<file path="config.mk">
export PLATFORM = sky130hd
export DESIGN_NAME = erase_seq
export DESIGN_NICKNAME = d
export VERILOG_FILES = /design/src/rtl/erase_seq_pkg.sv /design/src/rtl/erase_seq_walker.sv /design/src/rtl/erase_seq_ctrl.sv /design/src/rtl/erase_seq_status.sv /design/src/rtl/erase_seq.sv
export SDC_FILE = /design/constraint.sdc
export NUM_CORES = 1
export LEC_CHECK = 0
export ABC_CLOCK_PERIOD_IN_PS = 2600
export BUFFER_PORTS_ARGS = -buffer_cell sky130_fd_sc_hd__buf_2
export CAP_MARGIN = 25
export CORE_UTILIZATION = 40
export CTS_BUF_LIST = sky130_fd_sc_hd__clkbuf_8
export CTS_CLUSTER_DIAMETER = 100
export DETAILED_ROUTE_END_ITERATION = 10
export HOLD_SLACK_MARGIN = 0.06
export PLACE_DENSITY = 0.66
export RECOVER_POWER = 50
export SYNTH_ARGS = -nofsm -noshare
export SYNTH_HDL_FRONTEND = slang
export SYNTH_HIERARCHICAL = 1
export SYNTH_SLANG_ARGS = --single-unit
</file>
<file path="constraint.sdc">
create_clock -name clk -period 2.6 [get_ports clk]
set_input_delay 0.26 -clock clk [delete_from_list [all_inputs] [get_ports clk]]
set_output_delay 0.26 -clock clk [all_outputs]
set_load 0.02 [all_outputs]
</file>
<file path="src/rtl/erase_seq_pkg.sv">
package erase_seq_pkg;
  typedef enum logic [2:0] {
    ST_IDLE,
    ST_PGM,
    ST_VFY,
    ST_ERS,
    ST_FAIL
  } seq_st_t;

  localparam logic [7:0] PGM_VAL = 8'h00;
  localparam logic [7:0] ERS_VAL = 8'hFF;
endpackage

</file>
<file path="src/rtl/erase_seq_walker.sv">
module erase_seq_walker #(
  parameter int NUM_SECT   = 4,
  parameter int SECT_BYTES = 4,
  localparam int SECT_W    = $clog2(SECT_BYTES),
  localparam int SEL_W     = $clog2(NUM_SECT),
  localparam int ADDR_W    = SEL_W + SECT_W
) (
  input  logic                clk,
  input  logic                rst_n,
  input  logic                clr,
  input  logic                step,
  input  logic [NUM_SECT-1:0] tgt_mask,
  output logic [ADDR_W-1:0]   addr,
  output logic                last,
  output logic                hit
);
  localparam int DEPTH = NUM_SECT * SECT_BYTES;

  always_ff @(posedge clk) begin
    if (!rst_n)     addr <= '0;
    else if (clr)   addr <= '0;
    else if (step)  addr <= addr + 1'b1;
  end

  assign last = (addr == ADDR_W'(DEPTH - 1));
  assign hit  = tgt_mask[addr[ADDR_W-1:SECT_W]];

  // The walker must never be asked to move past the final address.
  assert_no_wrap_R4: assert property (@(posedge clk) disable iff (!rst_n)
    (step && !clr) |-> !last);
endmodule

</file>
<file path="src/rtl/erase_seq_ctrl.sv">
module erase_seq_ctrl
  import erase_seq_pkg::*;
#(
  parameter int NUM_SECT  = 4,
  parameter int SEL_W     = 2,
  parameter int PGM_CYC   = 3,
  parameter int ERS_CYC   = 2,
  parameter int RETRY_MAX = 2
) (
  input  logic                clk,
  input  logic                rst_n,
  input  logic                req_valid,
  input  logic                req_chip,
  input  logic [NUM_SECT-1:0] req_mask,
  input  logic                suspend,
  input  logic                resume,
  input  logic                cmd_other,
  input  logic                hit,
  input  logic                last,
  input  logic [SEL_W-1:0]    wr_sect,
  input  logic [7:0]          mem_rdata,
  output logic                req_ready,
  output logic                walk_clr,
  output logic                walk_step,
  output logic                mem_we,
  output logic [7:0]          mem_wdata,
  output logic                busy,
  output logic                fail,
  output logic                pause,
  output logic [NUM_SECT-1:0] tgt_mask
);
  localparam int CMAX  = (PGM_CYC > ERS_CYC) ? PGM_CYC : ERS_CYC;
  localparam int CNT_W = (CMAX > 1) ? $clog2(CMAX) : 1;
  localparam int RTY_W = $clog2(RETRY_MAX + 1);

  seq_st_t           st;
  logic [CNT_W-1:0]  cnt, lim;
  logic [RTY_W-1:0]  retry;
  logic              susp, working, fire, skip, vfy_ok, advance, accept;

  assign working  = (st == ST_PGM) || (st == ST_ERS);
  assign lim      = (st == ST_ERS) ? CNT_W'(ERS_CYC - 1) : CNT_W'(PGM_CYC - 1);
  assign pause    = working && (cnt == '0) && susp;
  assign fire     = working && hit && !pause && (cnt == lim);
  assign skip     = working && !hit && !pause;
  assign vfy_ok   = (st == ST_VFY) && (mem_rdata == PGM_VAL);
  assign advance  = vfy_ok || ((st == ST_ERS) && fire) || skip;
  assign accept   = (st == ST_IDLE) && req_valid;

  assign walk_clr  = accept || (advance && last);
  assign walk_step = advance && !last;
  assign mem_we    = fire;
  assign mem_wdata = (st == ST_ERS) ? ERS_VAL : PGM_VAL;
  assign busy      = (st != ST_IDLE);
  assign fail      = (st == ST_FAIL);
  assign req_ready = (st == ST_IDLE);

  always_ff @(posedge clk) begin
    if (!rst_n) begin
      st <= ST_IDLE; cnt <= '0; retry <= '0; susp <= 1'b0; tgt_mask <= '0;
    end else if (cmd_other && busy) begin
      st <= ST_IDLE; cnt <= '0; retry <= '0; susp <= 1'b0;
    end else begin
      if (st == ST_IDLE)  susp <= 1'b0;
      else if (suspend)   susp <= 1'b1;
      else if (resume)    susp <= 1'b0;
      unique case (st)
        ST_IDLE: if (req_valid) begin
          tgt_mask <= req_chip ? '1 : req_mask;
          st <= ST_PGM; cnt <= '0; retry <= '0;
        end
        ST_PGM: if (!pause) begin
          if (!hit) begin
            if (last) st <= ST_ERS;
          end else if (cnt == lim) begin
            cnt <= '0; st <= ST_VFY;
          end else cnt <= cnt + 1'b1;
        end
        ST_VFY: begin
          if (mem_rdata == PGM_VAL) begin
            retry <= '0;
            st <= last ? ST_ERS : ST_PGM;
          end else if (retry == RTY_W'(RETRY_MAX)) begin
            st <= ST_FAIL;
          end else begin
            retry <= retry + 1'b1; st <= ST_PGM;
          end
        end
        ST_ERS: if (!pause) begin
          if (!hit) begin
            if (last) st <= ST_IDLE;
          end else if (cnt == lim) begin
            cnt <= '0;
            if (last) st <= ST_IDLE;
          end else cnt <= cnt + 1'b1;
        end
        ST_FAIL: st <= ST_FAIL;
        default: st <= ST_IDLE;
      endcase
    end
  end

  assert_write_in_target_R3: assert property (@(posedge clk) disable iff (!rst_n)
    mem_we |-> tgt_mask[wr_sect]);
  assert_clear_then_check_R2: assert property (@(posedge clk) disable iff (!rst_n)
    (mem_we && mem_wdata == PGM_VAL && !cmd_other) |=> (st == ST_VFY));
  assert_hold_while_paused_R8: assert property (@(posedge clk) disable iff (!rst_n)
    (pause && $past(pause)) |-> $stable(wr_sect) && !mem_we);
  assert_quiet_after_fail_R9: assert property (@(posedge clk) disable iff (!rst_n)
    fail |-> !mem_we);
  assert_abort_idle_R10: assert property (@(posedge clk) disable iff (!rst_n)
    (busy && cmd_other) |=> !busy);
  always_ff @(posedge clk)
    if (rst_n) assert_retry_cap_R9: assert (retry <= RTY_W'(RETRY_MAX));
endmodule

</file>
<file path="src/rtl/erase_seq_status.sv">
module erase_seq_status #(
  parameter int NUM_SECT = 4,
  parameter int SEL_W    = 2
) (
  input  logic                clk,
  input  logic                rst_n,
  input  logic                busy,
  input  logic                fail,
  input  logic                pause,
  input  logic [NUM_SECT-1:0] tgt_mask,
  input  logic                poll_rd,
  input  logic [SEL_W-1:0]    poll_sect,
  output logic [7:0]          poll_data,
  output logic                poll_hit
);
  logic tog;

  assign poll_hit  = busy && tgt_mask[poll_sect];
  assign poll_data = busy ? {1'b0, tog, fail, 5'b0} : 8'h80;

  always_ff @(posedge clk) begin
    if (!rst_n)                            tog <= 1'b0;
    else if (poll_rd && poll_hit && !pause) tog <= ~tog;
  end

  assert_toggle_per_read_R6: assert property (@(posedge clk) disable iff (!rst_n)
    (busy && $past(busy) && $past(poll_rd && poll_hit && !pause))
      |-> (poll_data[6] != $past(poll_data[6])));
  assert_done_flag_R5: assert property (@(posedge clk) disable iff (!rst_n)
    $fell(busy) |-> poll_data[7]);
endmodule

</file>
<file path="src/rtl/erase_seq.sv">
module erase_seq
  import erase_seq_pkg::*;
#(
  parameter int NUM_SECT   = 4,
  parameter int SECT_BYTES = 4,
  parameter int PGM_CYC    = 3,
  parameter int ERS_CYC    = 2,
  parameter int RETRY_MAX  = 2,
  localparam int SECT_W    = $clog2(SECT_BYTES),
  localparam int SEL_W     = $clog2(NUM_SECT),
  localparam int ADDR_W    = SEL_W + SECT_W
) (
  input  logic                clk,
  input  logic                rst_n,
  input  logic                req_valid,
  output logic                req_ready,
  input  logic                req_chip,
  input  logic [NUM_SECT-1:0] req_mask,
  input  logic                suspend,
  input  logic                resume,
  input  logic                cmd_other,
  input  logic                poll_rd,
  input  logic [ADDR_W-1:0]   poll_addr,
  output logic [7:0]          poll_data,
  output logic                poll_hit,
  output logic                busy,
  output logic                suspended,
  output logic                mem_we,
  output logic [ADDR_W-1:0]   mem_addr,
  output logic [7:0]          mem_wdata,
  input  logic [7:0]          mem_rdata
);
  logic                walk_clr, walk_step, last, hit, fail, pause;
  logic [NUM_SECT-1:0] tgt_mask;

  erase_seq_walker #(.NUM_SECT(NUM_SECT), .SECT_BYTES(SECT_BYTES)) u_walker (
    .clk(clk), .rst_n(rst_n), .clr(walk_clr), .step(walk_step),
    .tgt_mask(tgt_mask), .addr(mem_addr), .last(last), .hit(hit)
  );

  erase_seq_ctrl #(
    .NUM_SECT(NUM_SECT), .SEL_W(SEL_W), .PGM_CYC(PGM_CYC),
    .ERS_CYC(ERS_CYC), .RETRY_MAX(RETRY_MAX)
  ) u_ctrl (
    .clk(clk), .rst_n(rst_n), .req_valid(req_valid), .req_chip(req_chip),
    .req_mask(req_mask), .suspend(suspend), .resume(resume),
    .cmd_other(cmd_other), .hit(hit), .last(last),
    .wr_sect(mem_addr[ADDR_W-1:SECT_W]), .mem_rdata(mem_rdata),
    .req_ready(req_ready), .walk_clr(walk_clr), .walk_step(walk_step),
    .mem_we(mem_we), .mem_wdata(mem_wdata), .busy(busy), .fail(fail),
    .pause(pause), .tgt_mask(tgt_mask)
  );

  erase_seq_status #(.NUM_SECT(NUM_SECT), .SEL_W(SEL_W)) u_status (
    .clk(clk), .rst_n(rst_n), .busy(busy), .fail(fail), .pause(pause),
    .tgt_mask(tgt_mask), .poll_rd(poll_rd),
    .poll_sect(poll_addr[ADDR_W-1:SECT_W]),
    .poll_data(poll_data), .poll_hit(poll_hit)
  );

  assign suspended = pause;
endmodule

</file>
# [Yosys cells after proc, flatten, opt, wreduce, memory -nomap -nowiden]
# Cells that the tools add are included.
[word_totals] reg_bits=17 in_bits=24 elab_cells=100
[op_classes] add_sub_neg=3 n_lt_le_gt_ge=2 eq_ne=16 muxes=31 bitwise=3 n_reduce_logical=38
[op_table] op="3-bit two-way mux" count=11
[op_table] op="1-bit logical AND" count=16
[op_table] op="2-bit two-way mux" count=8
[op_table] op="8-bit two-way mux" count=2
[op_table] op="3-bit one-hot mux with 5 select lines" count=1
[op_table] op="3-bit inequality test, second input constant" count=3
[op_table] op="8-bit logical NOT" count=1
[op_table] op="2-bit inequality test, second input constant" count=4
[op_table] op="2-bit one-hot mux with 2 select lines" count=2
[op_table] op="3-bit by 2-bit equality test with 1-bit output, second input constant" count=2
[op_table] op="2-bit by 3-bit < comparator with 1-bit output, second input constant" count=2
[op_table] op="3-bit AND reduction" count=2
[op_table] op="6-bit AND reduction" count=1
[op_table] op="2-bit nonzero test" count=3
[op_table] op="2-bit OR reduction" count=3
[op_table] op="2-bit by 1-bit adder with 2-bit output, second input constant" count=2
[op_table] op="4-bit by 1-bit adder with 4-bit output, second input constant" count=1
[op_table] op="1-bit binary-select mux with 2-bit select" count=2
[op_table] op="4-bit equality test, second input constant" count=1
[op_table] op="1-bit logical OR" count=4
[op_table] op="1-bit two-way mux" count=4
[op_table] op="4-bit two-way mux" count=1
[op_table] op="4-bit AND reduction" count=1
[op_table] op="3-bit by 1-bit equality test with 1-bit output, second input constant" count=1
[op_table] op="11 further kinds" count=15

# [Longest topological paths before layout]
[depth] ltp_word=13 ltp_mapped=7 ltp_nobuf=7

# [Hierarchy]
# Netlist, hierarchy kept.
[modules_own_cells] mod="erase_seq_ctrl" instances=1 cells_each=107 area_per_inst_um2=873.3 seq_area_each_um2=240.2
[modules_own_cells] mod="erase_seq_walker" instances=1 cells_each=19 area_per_inst_um2=210.2 seq_area_each_um2=80.1
[modules_own_cells] mod="erase_seq_status" instances=1 cells_each=16 area_per_inst_um2=142.6 seq_area_each_um2=20.0

# [Worst setup path after synthesis]
# OpenSTA, ideal clock, no wires.
[synth_timing] path_kind="register -> register" from="register u_walker.addr[2]" to="register u_walker.addr[3]" setup_time_ns=0.119 arrival_time_ns=1.827 path_slack_ns=0.654 path_stages_with_launch=7 cell_sequence="dfxtp_1 mux4_2 o21ai_0 a31oi_1 nor2_1 nand4_1 mux2i_1"
[synth_between] elab_cells_between_ends=18
[synth_lines] element="start: declaration" line_no="erase_seq_walker.sv:13" rtl="output logic [ADDR_W-1:0] addr,"
[synth_lines] element="start signal: assignment" line_no="erase_seq_walker.sv:22" rtl="else if (step) addr <= addr + 1'b1;"
[synth_lines] element="1-bit binary-select mux with 2-bit select *" line_no="erase_seq_walker.sv:26" rtl="assign hit = tgt_mask[addr[ADDR_W-1:SECT_W]];"
[synth_lines] element="1-bit two-way mux (implied by the code) *" line_no="erase_seq_walker.sv:26"
[synth_lines] element="named net hit" line_no="erase_seq.sv:33" rtl="logic walk_clr, walk_step, last, hit, fail, pause;"
[synth_lines] element="1-bit logical AND (3 in series)" line_no="erase_seq_ctrl.sv:44" rtl="assign fire = working && hit && !pause && (cnt == lim);"
[synth_lines] element="1-bit logical AND" line_no="erase_seq_ctrl.sv:47" rtl="assign advance = vfy_ok || ((st == ST_ERS) && fire) || skip;"
[synth_lines] element="1-bit logical OR" line_no="erase_seq_ctrl.sv:47"
[synth_lines] element="1-bit logical OR *" line_no="erase_seq_ctrl.sv:47"
[synth_lines] element="1-bit logical AND *" line_no="erase_seq_ctrl.sv:51" rtl="assign walk_step = advance && !last;"
[synth_lines] element="named net walk_step" line_no="erase_seq.sv:33"
# The timed path passes the listed nets; every way through them passes the cells marked *. The select of a mux whose other input is x is not followed.
# A chain may end at the register's enable or synchronous reset.

# [Final worst setup path]
# Same ends and word-level chain as after synthesis.

==> flow_metrics.env <==
export IMPL_status="finished with violations"
export IMPL_violations="DRC"
export IMPL_p_per_area_nw_per_um2=544
export IMPL_route_vias_total=1118
export IMPL_drv_cap=0
export IMPL_met3_length_um=151
export IMPL_grt_pass1_wl_mm=4.10
export IMPL_syn_inst=142
export IMPL_drtIter0Drc=28
export IMPL_hold_path_class="in -> reg"
export IMPL_p_leak_nw=0.658
export IMPL_drt_wl_total_mm=2.47
export IMPL_postLayoutCellArea_um2=1400
export IMPL_cts_buffers=3
export IMPL_row_count=19
export IMPL_critPathLaunchType="flip-flop"
export IMPL_drc=5
export IMPL_rsz0062_at_grt="no"
export IMPL_grt_overflow_total=0
export IMPL_r2r_slack_ns=0.57
export IMPL_grt_pass1_vias=1001
export IMPL_post_cts_resized=0
export IMPL_max_stage_delay_ns=0.60
export IMPL_finalClockSkew_ns=0.00460
export IMPL_crit_path_end_kind="flip-flop"
export IMPL_via_per_inst=5.38
export IMPL_synthFlopType="dfxtp_1"
export IMPL_ys_top_cells_by_area="dfxtp_1, buf_4, nand2_1"
export IMPL_grt_use_total=0.156
export IMPL_die_w_um=57.4
export IMPL_nets=205
export IMPL_hold_viol=0
export IMPL_crit_fanout=6
export IMPL_path_cells="mux4_2 -> o21ai_0 -> a31oi_1 -> nor2_1 -> nand4_1 -> mux2i_1"
export IMPL_setup_violations=0
export IMPL_seq_area_um2=340
export IMPL_die_area_um2=3290
export IMPL_avgSynthCellArea_um2=8.64
export IMPL_path_buf_inv=0
export IMPL_seq_power_share=0.401
export IMPL_ctsHoldBuffers=0
export IMPL_critical_path_top_delay_family="multiplexers"
export IMPL_critPathKind="reg -> reg"
export IMPL_power_switching_mw=0.273
export IMPL_tightest_slew_ns=0.924
export IMPL_antenna_left=0
export IMPL_routedWlPerCell_um=11.9
export IMPL_route_met2_wl_mm=1.17
export IMPL_gp_congestion=0.894
export IMPL_diodes=0
export IMPL_post_dp_cell_area_um2=1370
export IMPL_io_buffers=41
export IMPL_hpwlAfterDp_mm=1.95
export IMPL_fin_crit_sh=0.779
export IMPL_async_flop_share=0
export IMPL_multi_input_area_um2=738
export IMPL_pwr_share_comb=0.342
export IMPL_wl_met1_mm=1.14
export IMPL_io_pins=49
export IMPL_cts_max_path_buffers=2
export IMPL_root_buffer="clkbuf_8"
export IMPL_synth_top_area_share=0.278
export IMPL_cts_tree="yes"
export IMPL_htreeDepth=1
export IMPL_syn_area_um2=1230
export IMPL_utilization=0.496
export IMPL_grt_max_degree=16
export IMPL_intPower_mw=0.491
export IMPL_synth_edf_count=0
export IMPL_fin_crit_ns=2.03
export IMPL_swShare=0.357
export IMPL_tns_ns=0
export IMPL_dr_pass1_iters=9
export IMPL_clkLatencyLatePin_ns=0.25
export IMPL_yosysSeqAreaShare=0.278
export IMPL_critPathSlowestCell="mux4_2"
export IMPL_slew_viol_final=0
export IMPL_num_fill_cells=282
export IMPL_timing_fmax_mhz=494
export IMPL_yosysTopAreaCell="dfxtp_1"
export IMPL_layout_drive_gt1_share=0.288
export IMPL_vdd_ir_drop_max_mv=0.306
export IMPL_top_layer_used="met4"
export IMPL_ys_seq_elements=17
export IMPL_yosysWarnings=6
export IMPL_clk_pin_slew_ns=0.06
export IMPL_start_util=0.433
export IMPL_max_slew_margin_rel=0.379
export IMPL_power_frac_clock=0.256
export IMPL_cp_required_ns=2.74
export IMPL_syn2layout_area_growth_pct=14.5
export IMPL_cp_arrival_ns=2.17
export IMPL_postCtsSetupBuffers=0
export IMPL_whs_ns=0.282
export IMPL_numClockSinks=17
export IMPL_fp_coreArea_um2=2830
export IMPL_antenna_found_initial=0
export IMPL_fp_dieH_um=57.4
export IMPL_synthDistinctLibCells=47
==> per-layer routing <==
layer  track usage  vias up
met5             0        -
met1         0.190      508
met4        0.0662        0
met3        0.0227        2
met2         0.271       44
li1              -      564
==> state kept, by name, indices dropped and copies added (netlist names) <==
register and flops:
u_ctrl/cnt 2, u_walker/addr 4, u_status/tog 1, u_ctrl/st 3, u_ctrl/tgt_mask 4, u_ctrl/susp 1, u_ctrl/retry 2
==> metrics by stage <==
step	total power [mW]	setup WS [ns]	std cells
detailed placement	0.579	0.515	204
floorplan	0.520	0.654	146
finish	0.764	0.574	208
global route	0.810	0.399	208
CTS	0.776	0.546	208
global placement	0.571	0.568	204
==> path summary, 6_finish.rpt <==
check / startpoint / end / cells after the start
hold / removal: suspend / u_ctrl/susp / 3
hold reg to reg: u_ctrl/retry[0] / u_ctrl/retry[0] / 2
setup reg to reg: u_walker/addr[2] / u_walker/addr[3] / 6
setup / recovery: u_walker/addr[2] / u_walker/addr[3] / 6
==> placed cells by master, fill, tap and decap left out, types with 3 or more instances in the layout <==
master / count
buf_2: 33
dfxtp_1: 17
nand2_1: 15
inv_1: 10
clkbuf_1: 8
nor3_1: 8
nor2_1: 7
a21oi_1: 5
mux2i_1: 5
conb_1: 5
o21ai_0: 4
nand2b_1: 4
o211a_1: 4
clkbuf_8: 3
a31oi_1: 3
nand3b_1: 3
ha_1: 3
==> layout make-up <==
| cell class | instances | area share |
|---|---|---|
| Clock inverter | 1 | 0.00357 |
| Tap cell | 31 | 0.0276 |
| Clock buffer | 3 | 0.0294 |
| Timing Repair Buffer | 42 | 0.144 |
| Inverter | 10 | 0.0267 |
| Multi-Input combinational cell | 104 | 0.526 |
| Sequential cell | 17 | 0.242 |
==> worst min-delay path, stage by stage <==
cell,delay [ns]
buf_2,0.08
a21oi_1,0.03
nor3_1,0.11
==> synth_stat cells, drive strengths merged, types with 3 or more instances <==
| library cell | count |
|---|---|
| nand3b | 3 |
| o211a | 4 |
| nor3 | 9 |
| nand2 | 15 |
| nand2b | 4 |
| nor2 | 7 |
| dfxtp | 17 |
| o21ai | 4 |
| mux2i | 5 |
| buf | 15 |
| or4 | 4 |
| and2 | 3 |
| a21oi | 5 |
| ha | 3 |
| a31oi | 3 |
| inv | 10 |
==> logic make-up after synthesis <==
| family | share of synthesized area |
|---|---|
| other cells | 0.00306 |
| mux | 0.0867 |
| flops | 0.278 |
| fa+ha+maj | 0.0306 |
| buf+inv | 0.129 |
| xor+xnor | 0.00714 |
| simple gates | 0.290 |
| compound gates | 0.177 |
==> power groups by stage <==
stage	clock network [mW]	logic [mW]	registers, mW
after floorplan	0	0.214	0.306
after global placement	0	0.261	0.310
after detailed placement	0	0.266	0.313
after CTS	0.203	0.267	0.307
after global routing	0.213	0.287	0.310
final	0.196	0.261	0.307
Note: power is estimated with default switching activity, not from simulation.
